===== src/rtl/divstep_pkg.sv =====
// Shared types for the divider-stepping loop.
package divstep_pkg;
    // Per-period correction sense; also used as a one-cycle step command.
    typedef enum logic [1:0] {
        STEP_NONE = 2'd0,
        STEP_ADV  = 2'd1,
        STEP_RET  = 2'd2
    } step_e;
endpackage


===== src/rtl/divstep_sync.sv =====
// Two-flop synchronizer with transition detect.
// Assumes async_i is slow relative to clk; edge_o is one cycle wide.
module divstep_sync (
    input  logic clk,
    input  logic rst_n,
    input  logic async_i,
    output logic lvl_o,
    output logic edge_o
);
    logic [2:0] s_q;

    // Shift the raw input through the synchronizer and one history flop.
    always_ff @(posedge clk) begin
        if (!rst_n) s_q <= '0;
        else        s_q <= {s_q[1:0], async_i};
    end

    assign lvl_o  = s_q[1];
    assign edge_o = s_q[1] ^ s_q[2];
endmodule


===== src/rtl/divstep_chain.sv =====
// Three-stage division chain. Stage A counts master clocks, with a
// step input that adds one count (advance) or holds one count (retard).
// Stage B counts stage-A wraps, and stage C counts stage-B wraps up to L.
// Assumes A_DIV >= 2, B_DIV >= 2, C_DIV >= 2, BAUD_W >= 2.
module divstep_chain
    import divstep_pkg::*;
#(
    parameter int A_DIV  = 4,
    parameter int B_DIV  = 4,
    parameter int C_DIV  = 8,
    parameter int BAUD_W = 4
) (
    input  logic              clk,
    input  logic              rst_n,
    input  step_e             step_i,
    input  logic              comp_sel_i,
    input  logic [BAUD_W-1:0] baud_div_i,
    output logic              tick_b_o,
    output logic              comp_evt_o,
    output logic              clk_a_o,
    output logic              clk_b_o,
    output logic              comp_clk_o
);
    localparam int AW       = $clog2(A_DIV + 2);
    localparam int BW       = $clog2(B_DIV);
    localparam int BAUD_MAX = (1 << BAUD_W) - 1;
    localparam int C_MAX    = (C_DIV > BAUD_MAX) ? C_DIV : BAUD_MAX;
    localparam int CW       = $clog2(C_MAX + 1);

    logic [AW-1:0] cnt_a, inc_a, sum_a;
    logic [BW-1:0] cnt_b;
    logic [CW-1:0] cnt_c, lim;
    logic          tick_a, b_last, c_last;

    // Translate the step command into the stage-A increment.
    always_comb begin
        case (step_i)
            STEP_ADV: inc_a = AW'(2);
            STEP_RET: inc_a = '0;
            default:  inc_a = AW'(1);
        endcase
    end

    assign sum_a  = cnt_a + inc_a;
    assign tick_a = (sum_a >= AW'(A_DIV));

    // Stage A: master-clock counter with stepped increment.
    always_ff @(posedge clk) begin
        if (!rst_n)      cnt_a <= '0;
        else if (tick_a) cnt_a <= sum_a - AW'(A_DIV);
        else             cnt_a <= sum_a;
    end

    assign b_last   = (cnt_b == BW'(B_DIV - 1));
    assign tick_b_o = tick_a & b_last;

    // Stage B: counts stage-A wraps to make the sample tick.
    always_ff @(posedge clk) begin
        if (!rst_n)      cnt_b <= '0;
        else if (tick_a) cnt_b <= b_last ? '0 : cnt_b + BW'(1);
    end

    // Pick the comparison ratio, clamping small programmed values.
    always_comb begin
        if (comp_sel_i)
            lim = (baud_div_i < BAUD_W'(2)) ? CW'(2) : CW'(baud_div_i);
        else
            lim = CW'(C_DIV);
    end

    assign c_last     = (cnt_c >= lim - CW'(1));
    assign comp_evt_o = tick_b_o & c_last;

    // Stage C: counts sample ticks to make the comparison clock.
    always_ff @(posedge clk) begin
        if (!rst_n)        cnt_c <= '0;
        else if (tick_b_o) cnt_c <= c_last ? '0 : cnt_c + CW'(1);
    end

    assign clk_a_o    = (cnt_a >= AW'(A_DIV / 2));
    assign clk_b_o    = (cnt_b >= BW'(B_DIV / 2));
    assign comp_clk_o = (cnt_c >= (lim >> 1));


    a_range_chk: assert property (@(posedge clk) disable iff (!rst_n)
        cnt_a < AW'(A_DIV));


    comp_fall_chk: assert property (@(posedge clk) disable iff (!rst_n)
        comp_evt_o |-> comp_clk_o ##1 !comp_clk_o);
endmodule


===== src/rtl/divstep_phase.sv =====
// Phase detector. It records whether the synchronized input moved
// during the current comparison period. At the comparison event it
// latches advance, retard or none for the following period.
// Assumes comp_evt_i is a single-cycle pulse.
module divstep_phase
    import divstep_pkg::*;
(
    input  logic  clk,
    input  logic  rst_n,
    input  logic  shift_en_i,
    input  logic  comp_evt_i,
    input  logic  lvl_i,
    input  logic  edge_i,
    output step_e dec_o,
    output step_e dec_next_o
);
    logic  seen_q;
    step_e dec_q;
    logic  seen;

    assign seen = seen_q | edge_i;

    // Decision for the period that begins at this comparison event.
    always_comb begin
        if (!shift_en_i || !seen) dec_next_o = STEP_NONE;
        else if (lvl_i)           dec_next_o = STEP_ADV;
        else                      dec_next_o = STEP_RET;
    end

    // Track transitions within the period; clear at each event.
    always_ff @(posedge clk) begin
        if (!rst_n)          seen_q <= 1'b0;
        else if (comp_evt_i) seen_q <= 1'b0;
        else if (edge_i)     seen_q <= 1'b1;
    end

    // Hold one decision for the whole comparison period.
    always_ff @(posedge clk) begin
        if (!rst_n)          dec_q <= STEP_NONE;
        else if (comp_evt_i) dec_q <= dec_next_o;
    end

    assign dec_o = dec_q;


    dec_hold_chk: assert property (@(posedge clk) disable iff (!rst_n)
        !comp_evt_i |=> $stable(dec_q));


    shift_off_chk: assert property (@(posedge clk) disable iff (!rst_n)
        (comp_evt_i && !shift_en_i) |=> (dec_q == STEP_NONE));


    quiet_period_chk: assert property (@(posedge clk) disable iff (!rst_n)
        (comp_evt_i && !seen_q && !edge_i) |=> (dec_q == STEP_NONE));
endmodule


===== src/rtl/divstep_shift.sv =====
// Step scheduler. On each sample tick it issues a one-cycle step in the
// current period's direction. At half rate it issues only on alternate
// ticks, counted from the comparison event. At the event tick it uses the
// decision being latched, so every step of a period shares one sense.
module divstep_shift
    import divstep_pkg::*;
(
    input  logic  clk,
    input  logic  rst_n,
    input  logic  half_i,
    input  logic  opp_i,
    input  logic  comp_evt_i,
    input  step_e dec_i,
    input  step_e dec_next_i,
    output step_e step_o
);
    logic  tog_q;
    logic  gate;
    step_e step_q;

    assign gate = comp_evt_i | ~half_i | ~tog_q;

    // Alternate-tick phase for half-rate stepping.
    always_ff @(posedge clk) begin
        if (!rst_n)          tog_q <= 1'b0;
        else if (comp_evt_i) tog_q <= 1'b1;
        else if (opp_i)      tog_q <= ~tog_q;
    end

    // Register a one-cycle step command for stage A.
    always_ff @(posedge clk) begin
        if (!rst_n)              step_q <= STEP_NONE;
        else if (opp_i && gate)  step_q <= comp_evt_i ? dec_next_i : dec_i;
        else                     step_q <= STEP_NONE;
    end

    assign step_o = step_q;


    step_pulse_chk: assert property (@(posedge clk) disable iff (!rst_n)
        (step_q != STEP_NONE) |=> (step_q == STEP_NONE));


    step_dir_chk: assert property (@(posedge clk) disable iff (!rst_n)
        (step_q != STEP_NONE) |-> (step_q == dec_i));
endmodule


===== src/rtl/divstep_dpll.sv =====
// Top of the divider-stepping loop. It wires the synchronizer, the phase
// detector, the step scheduler and the division chain together.
// Assumes sync_in is a slow square wave whose rate is near an integer
// multiple of the comparison rate.
module divstep_dpll
    import divstep_pkg::*;
#(
    parameter int A_DIV  = 4,
    parameter int B_DIV  = 4,
    parameter int C_DIV  = 8,
    parameter int BAUD_W = 4
) (
    input  logic              clk,
    input  logic              rst_n,
    input  logic              sync_in,
    input  logic              shift_en,
    input  logic              half_rate,
    input  logic              comp_sel,
    input  logic [BAUD_W-1:0] baud_div,
    output logic              clk_a,
    output logic              clk_b,
    output logic              comp_clk,
    output logic              speed_up,
    output logic              slow_down
);
    logic  sync_lvl, sync_edge;
    logic  tick_b, comp_evt;
    step_e dec, dec_next, step;

    divstep_sync u_sync (
        .clk     (clk),
        .rst_n   (rst_n),
        .async_i (sync_in),
        .lvl_o   (sync_lvl),
        .edge_o  (sync_edge)
    );

    divstep_phase u_phase (
        .clk        (clk),
        .rst_n      (rst_n),
        .shift_en_i (shift_en),
        .comp_evt_i (comp_evt),
        .lvl_i      (sync_lvl),
        .edge_i     (sync_edge),
        .dec_o      (dec),
        .dec_next_o (dec_next)
    );

    divstep_shift u_shift (
        .clk        (clk),
        .rst_n      (rst_n),
        .half_i     (half_rate),
        .opp_i      (tick_b),
        .comp_evt_i (comp_evt),
        .dec_i      (dec),
        .dec_next_i (dec_next),
        .step_o     (step)
    );

    divstep_chain #(
        .A_DIV  (A_DIV),
        .B_DIV  (B_DIV),
        .C_DIV  (C_DIV),
        .BAUD_W (BAUD_W)
    ) u_chain (
        .clk        (clk),
        .rst_n      (rst_n),
        .step_i     (step),
        .comp_sel_i (comp_sel),
        .baud_div_i (baud_div),
        .tick_b_o   (tick_b),
        .comp_evt_o (comp_evt),
        .clk_a_o    (clk_a),
        .clk_b_o    (clk_b),
        .comp_clk_o (comp_clk)
    );

    assign speed_up  = (dec == STEP_ADV);
    assign slow_down = (dec == STEP_RET);


    one_sense_chk: assert property (@(posedge clk) disable iff (!rst_n)
        $onehot0({speed_up, slow_down}) && (step == STEP_NONE || step == dec));
endmodule


===== config.mk =====
export PLATFORM = sky130hd
export DESIGN_NAME = divstep_dpll
export DESIGN_NICKNAME = d
export VERILOG_FILES = /design/src/rtl/divstep_pkg.sv /design/src/rtl/divstep_sync.sv /design/src/rtl/divstep_chain.sv /design/src/rtl/divstep_phase.sv /design/src/rtl/divstep_shift.sv /design/src/rtl/divstep_dpll.sv
export SDC_FILE = /design/constraint.sdc
export NUM_CORES = 1
export LEC_CHECK = 0
export ABC_CLOCK_PERIOD_IN_PS = 2400
export BUFFER_PORTS_ARGS = -buffer_cell sky130_fd_sc_hd__buf_2
export CAP_MARGIN = 10
export CORE_ASPECT_RATIO = 1.1
export CORE_MARGIN = 4
export CORE_UTILIZATION = 46
export CTS_CLUSTER_DIAMETER = 50
export DETAILED_ROUTE_END_ITERATION = 6
export PLACE_DENSITY_LB_ADDON = 0.12
export SLEW_MARGIN = 20
export SYNTH_ARGS = -nofsm -noshare
export SYNTH_HDL_FRONTEND = slang
export SYNTH_SLANG_ARGS = --single-unit

===== constraint.sdc =====
create_clock -name clk -period 2.4 [get_ports clk]
set_input_delay 0.36 -clock clk [delete_from_list [all_inputs] [get_ports clk]]
set_output_delay 0.36 -clock clk [all_outputs]
set_load 0.03 [all_outputs]

==> metrics.md <==
| Metric | Value |
|---|---|
| NetSw | `198 uW` |
| Cell Area, Synth | `1010 um^2` |
| Register share of total power | `between 40% and 50%` |
| Final worst path period share | `between 90% and 100%` |
| Setup repair after global routing missed its margin | `no` |
| Layout fillers | `207` |
| Detailed Place HPWL | `1.40 mm` |
| Share of cells above drive strength 1 | `22.5%` |
| Global-route wire length before repair | `between 3 and 4 mm` |
| Core area | `2040 um^2` |
| Ports | `15` |
| Setup crit start kind | `flop` |
| Via density per instance | `5.05` |
| Static Leakage | `0.000509 uW` |
| Fin Hold WS | `0.271 ns` |
| Largest net degree at the start of global routing | `12` |
| Reg2Reg Depth | `8` |
| Skew final | `0.00631 ns` |
| Syn Inst Count | `109` |
| Async set-reset flop share out of synthesis | `0%` |
| Mean Syn Cell Area | `around 9.2 um^2` |
| CTS Buffer Depth | `2` |
| Path type of the worst min-delay path | `primary input to flop` |
| Final instance area | `roughly 1200 um^2` |
| CTS Hold Buffers Added | `0` |
| Vias | `793` |
| Fmax | `453 MHz` |
| Slowest Stage Delay on Critical Path | `~0.39 ns` |
| CP cell instances | `inv_1, ha_1, nand2b_1, a21o_1, a211o_1, buf_2` |
| Global route overflow | `0` |
| Slowest cell on crit path | `dfxtp_1` |
| Synth-to-Final Area Change | `15.8%` |
| H-tree depth | `1` |
| Power, Total | `630 uW` |
| Clk_lat worst skew | `0.29 ns` |
| Row cnt | `17` |
| Buf+Inv Stages, Crit Path | `2` |
| Tot GR Track Use | `13.7%` |
| Distinct cells, synth | `33` |
| Crit path depth | `6` |
| Synth area leaders | `dfxtp_1, ha_1, o211ai_1, nand2_1, and2_1` |
| Post-route minimum period | `between 2 and 2.5 ns` |
| Post-route ant nets | `0` |
| Worst Path Arrival | `1.85 ns` |
| PwrDens | `541 nW/um^2` |
| Port bufs | `14` |
| Drt total wl | `1.78 mm` |
| Slew headroom | `67.9%` |
| Post-synthesis sequential area ratio | `33.8%` |
| Setup violators final | `0` |
| Hold Fails Final Rpt | `0` |
| Post-route core utilization | `57.0%` |
| Worst slew pin tran | `0.476 ns` |
| CTS Buf Count | `3` |
| Max cap viols | `0` |
| Proportion of power drawn by combinational gates | `26.6%` |
| Die width | `52.6 um` |
| Wire per inst | `11.4 um` |
| Peak supply drop | `0.455 mV` |
| Status | `finished clean` |
| Iter 0 DRT Violations | `13` |
| GPL Wtd Cong | `slightly below 0.8` |
| Yosys warning total | `0` |
| Internal power | `431 uW` |
| Diode count | `0` |
| Clk network pwr share | `24.4%` |
| Dominant cell type by area after synthesis | `dfxtp_1` |
| Flops & latches, synth | `17` |
| Drt pass-1 iters | `4` |
| Synthesized Nets | `133` |
| Critical path fanouts, max | `4` |
| Worst-path clk slew | `0.10 ns` |
| Critical path class | `flop to primary output` |
| Clock sink count | `17` |
| Antenna violations before repair | `0` |
| CTS tree | `yes` |
| R2r setup slk | `0.49 ns` |
| Worst EP required | `approximately 2.0 ns` |
| DIE AREA | `between 2000 and 3000 um^2` |
| Hold path cells | `2` |
| Worst setup EP type | `primary output` |
| Ys flop type | `dfxtp_1` |
| EDFF count, synth | `0` |
| Root Buffer | `clkbuf_4` |
| Initial Util | `49.3%` |
| Number of remaining DRC errors | `0` |
| Number of global-route vias before repair | `about 710` |
| Final net count | `154` |
| Max-slew violations | `0` |
| Sw Ratio | `31.5%` |
| Yosys top cell area share | `33.8%` |
| Largest delay contributor family on the critical path | `compound AO/OA/AOI/OAI gates` |
| Die extent in y | `around 57 um` |
| Placed cell area | `1140 um^2` |
## state kept, by name, indices dropped and copies added, names as in the netlist
name and flops:
u_phase.seen_q 1, u_shift.tog_q 1, u_shift.step_o 2, u_sync.s_q 3, u_phase.dec_o 2, u_chain.cnt_a 2, u_chain.cnt_c 4, u_chain.cnt_b 2
## cell usage after synthesis (2+ instances only)
| cell | number |
|---|---|
| and2_1 | 5 |
| dfxtp_1 | 17 |
| xor2_1 | 2 |
| inv_1 | 6 |
| nor2b_1 | 5 |
| nor2_1 | 7 |
| or2_2 | 3 |
| o22ai_1 | 2 |
| o21ai_0 | 2 |
| mux2i_1 | 3 |
| o211ai_1 | 7 |
| nand2_1 | 10 |
| clkbuf_1 | 2 |
| a21oi_1 | 5 |
| o311ai_0 | 2 |
| or3_1 | 2 |
| ha_1 | 13 |
## worst paths after layout
path | startpoint | endpoint
hold / removal | sync_in | u_sync.s_q[0]$_SDFF_PN0_
setup / recovery | u_chain.cnt_c[0]$_SDFFE_PN0P_ | comp_clk
setup reg to reg | u_shift.step_o[1]$_SDFF_PN0_ | u_chain.cnt_c[2]$_SDFFE_PN0P_
hold reg to reg | u_sync.s_q[0]$_SDFF_PN0_ | u_sync.s_q[1]$_SDFF_PN0_
## power by group through the flow
stage                     registers, uW  logic, uW  clock network [uW]
after floorplan                     312        114                   0
after global placement              315        163                   0
after CTS                           309        168                 159
after detailed placement            316        167                   0
after global routing                311        188                 176
final                               309        168                 153
## per-layer routing
layer / wire length (um) / part of all wire, % / global-route usage (%) / vias up
li1: - / - / - / 423
met1: 873 / 49 / 18.2 / 360
met2: 831 / 47 / 19.9 / 8
met3: 60 / 3.4 / 3.39 / 2
met4: 15 / 0.84 / 7.66 / 0
met5: 0 / 0 / 0 / -
## through the flow
step / setup slack [ns] / TNS [ns] / instances
2_1_floorplan: 0.129 / 0 / 109
3_3_place_gp: -0.0382 / -0.136 / 153
3_5_place_dp: -0.0856 / -0.397 / 153
4_1_cts: 0.129 / 0 / 157
5_1_grt: 0.0711 / 0 / 157
6_report: 0.193 / 0 / 157
## cell families (layout without fill, tap and decap cells)
group | after synthesis | count (layout) | share of synthesized area, %
and+or+nand+nor | 38 | 38 | 20.5
muxes | 3 | 3 | 2.99
adders and majority gates | 14 | 14 | 18.2
buffers and inverters | 10 | 30 | 3.73
AOI/OAI and AO/OA | 25 | 25 | 19.0
DFF | 17 | 17 | 33.8
xor gates and xnor gates | 2 | 2 | 1.74
## timing repair
action                     4_1_cts  5_1_grt
buffers inserted                 0        0
setup endpoints to repair        0        1
resized for setup                0        1
## cell usage in the layout (no fill, tap or decap), types with 2 or more instances in the layout
cell type,n
or3_1,2
o311ai_0,2
clkbuf_4,3
a21oi_1,5
o21ai_1,2
and2_1,5
inv_1,6
o211ai_1,7
dfxtp_1,17
or2_2,3
buf_4,5
ha_1,13
mux2i_1,3
nor2_1,7
buf_2,14
nor2b_1,5
o22ai_1,2
xor2_1,2
nand2_1,10
## area by class of cell
cell class	instances	area, um^2	share of cell area (%)
clock inverter	1	5.00	0.430
timing repair buffer	19	108	9.24
sequential	17	340	29.2
multi-input combinational	82	628	53.9
inverter	7	26.3	2.26
tap	28	35.0	3.01
clock buffer	3	22.5	1.93
No activity file was read; power rests on OpenSTA's default activity.
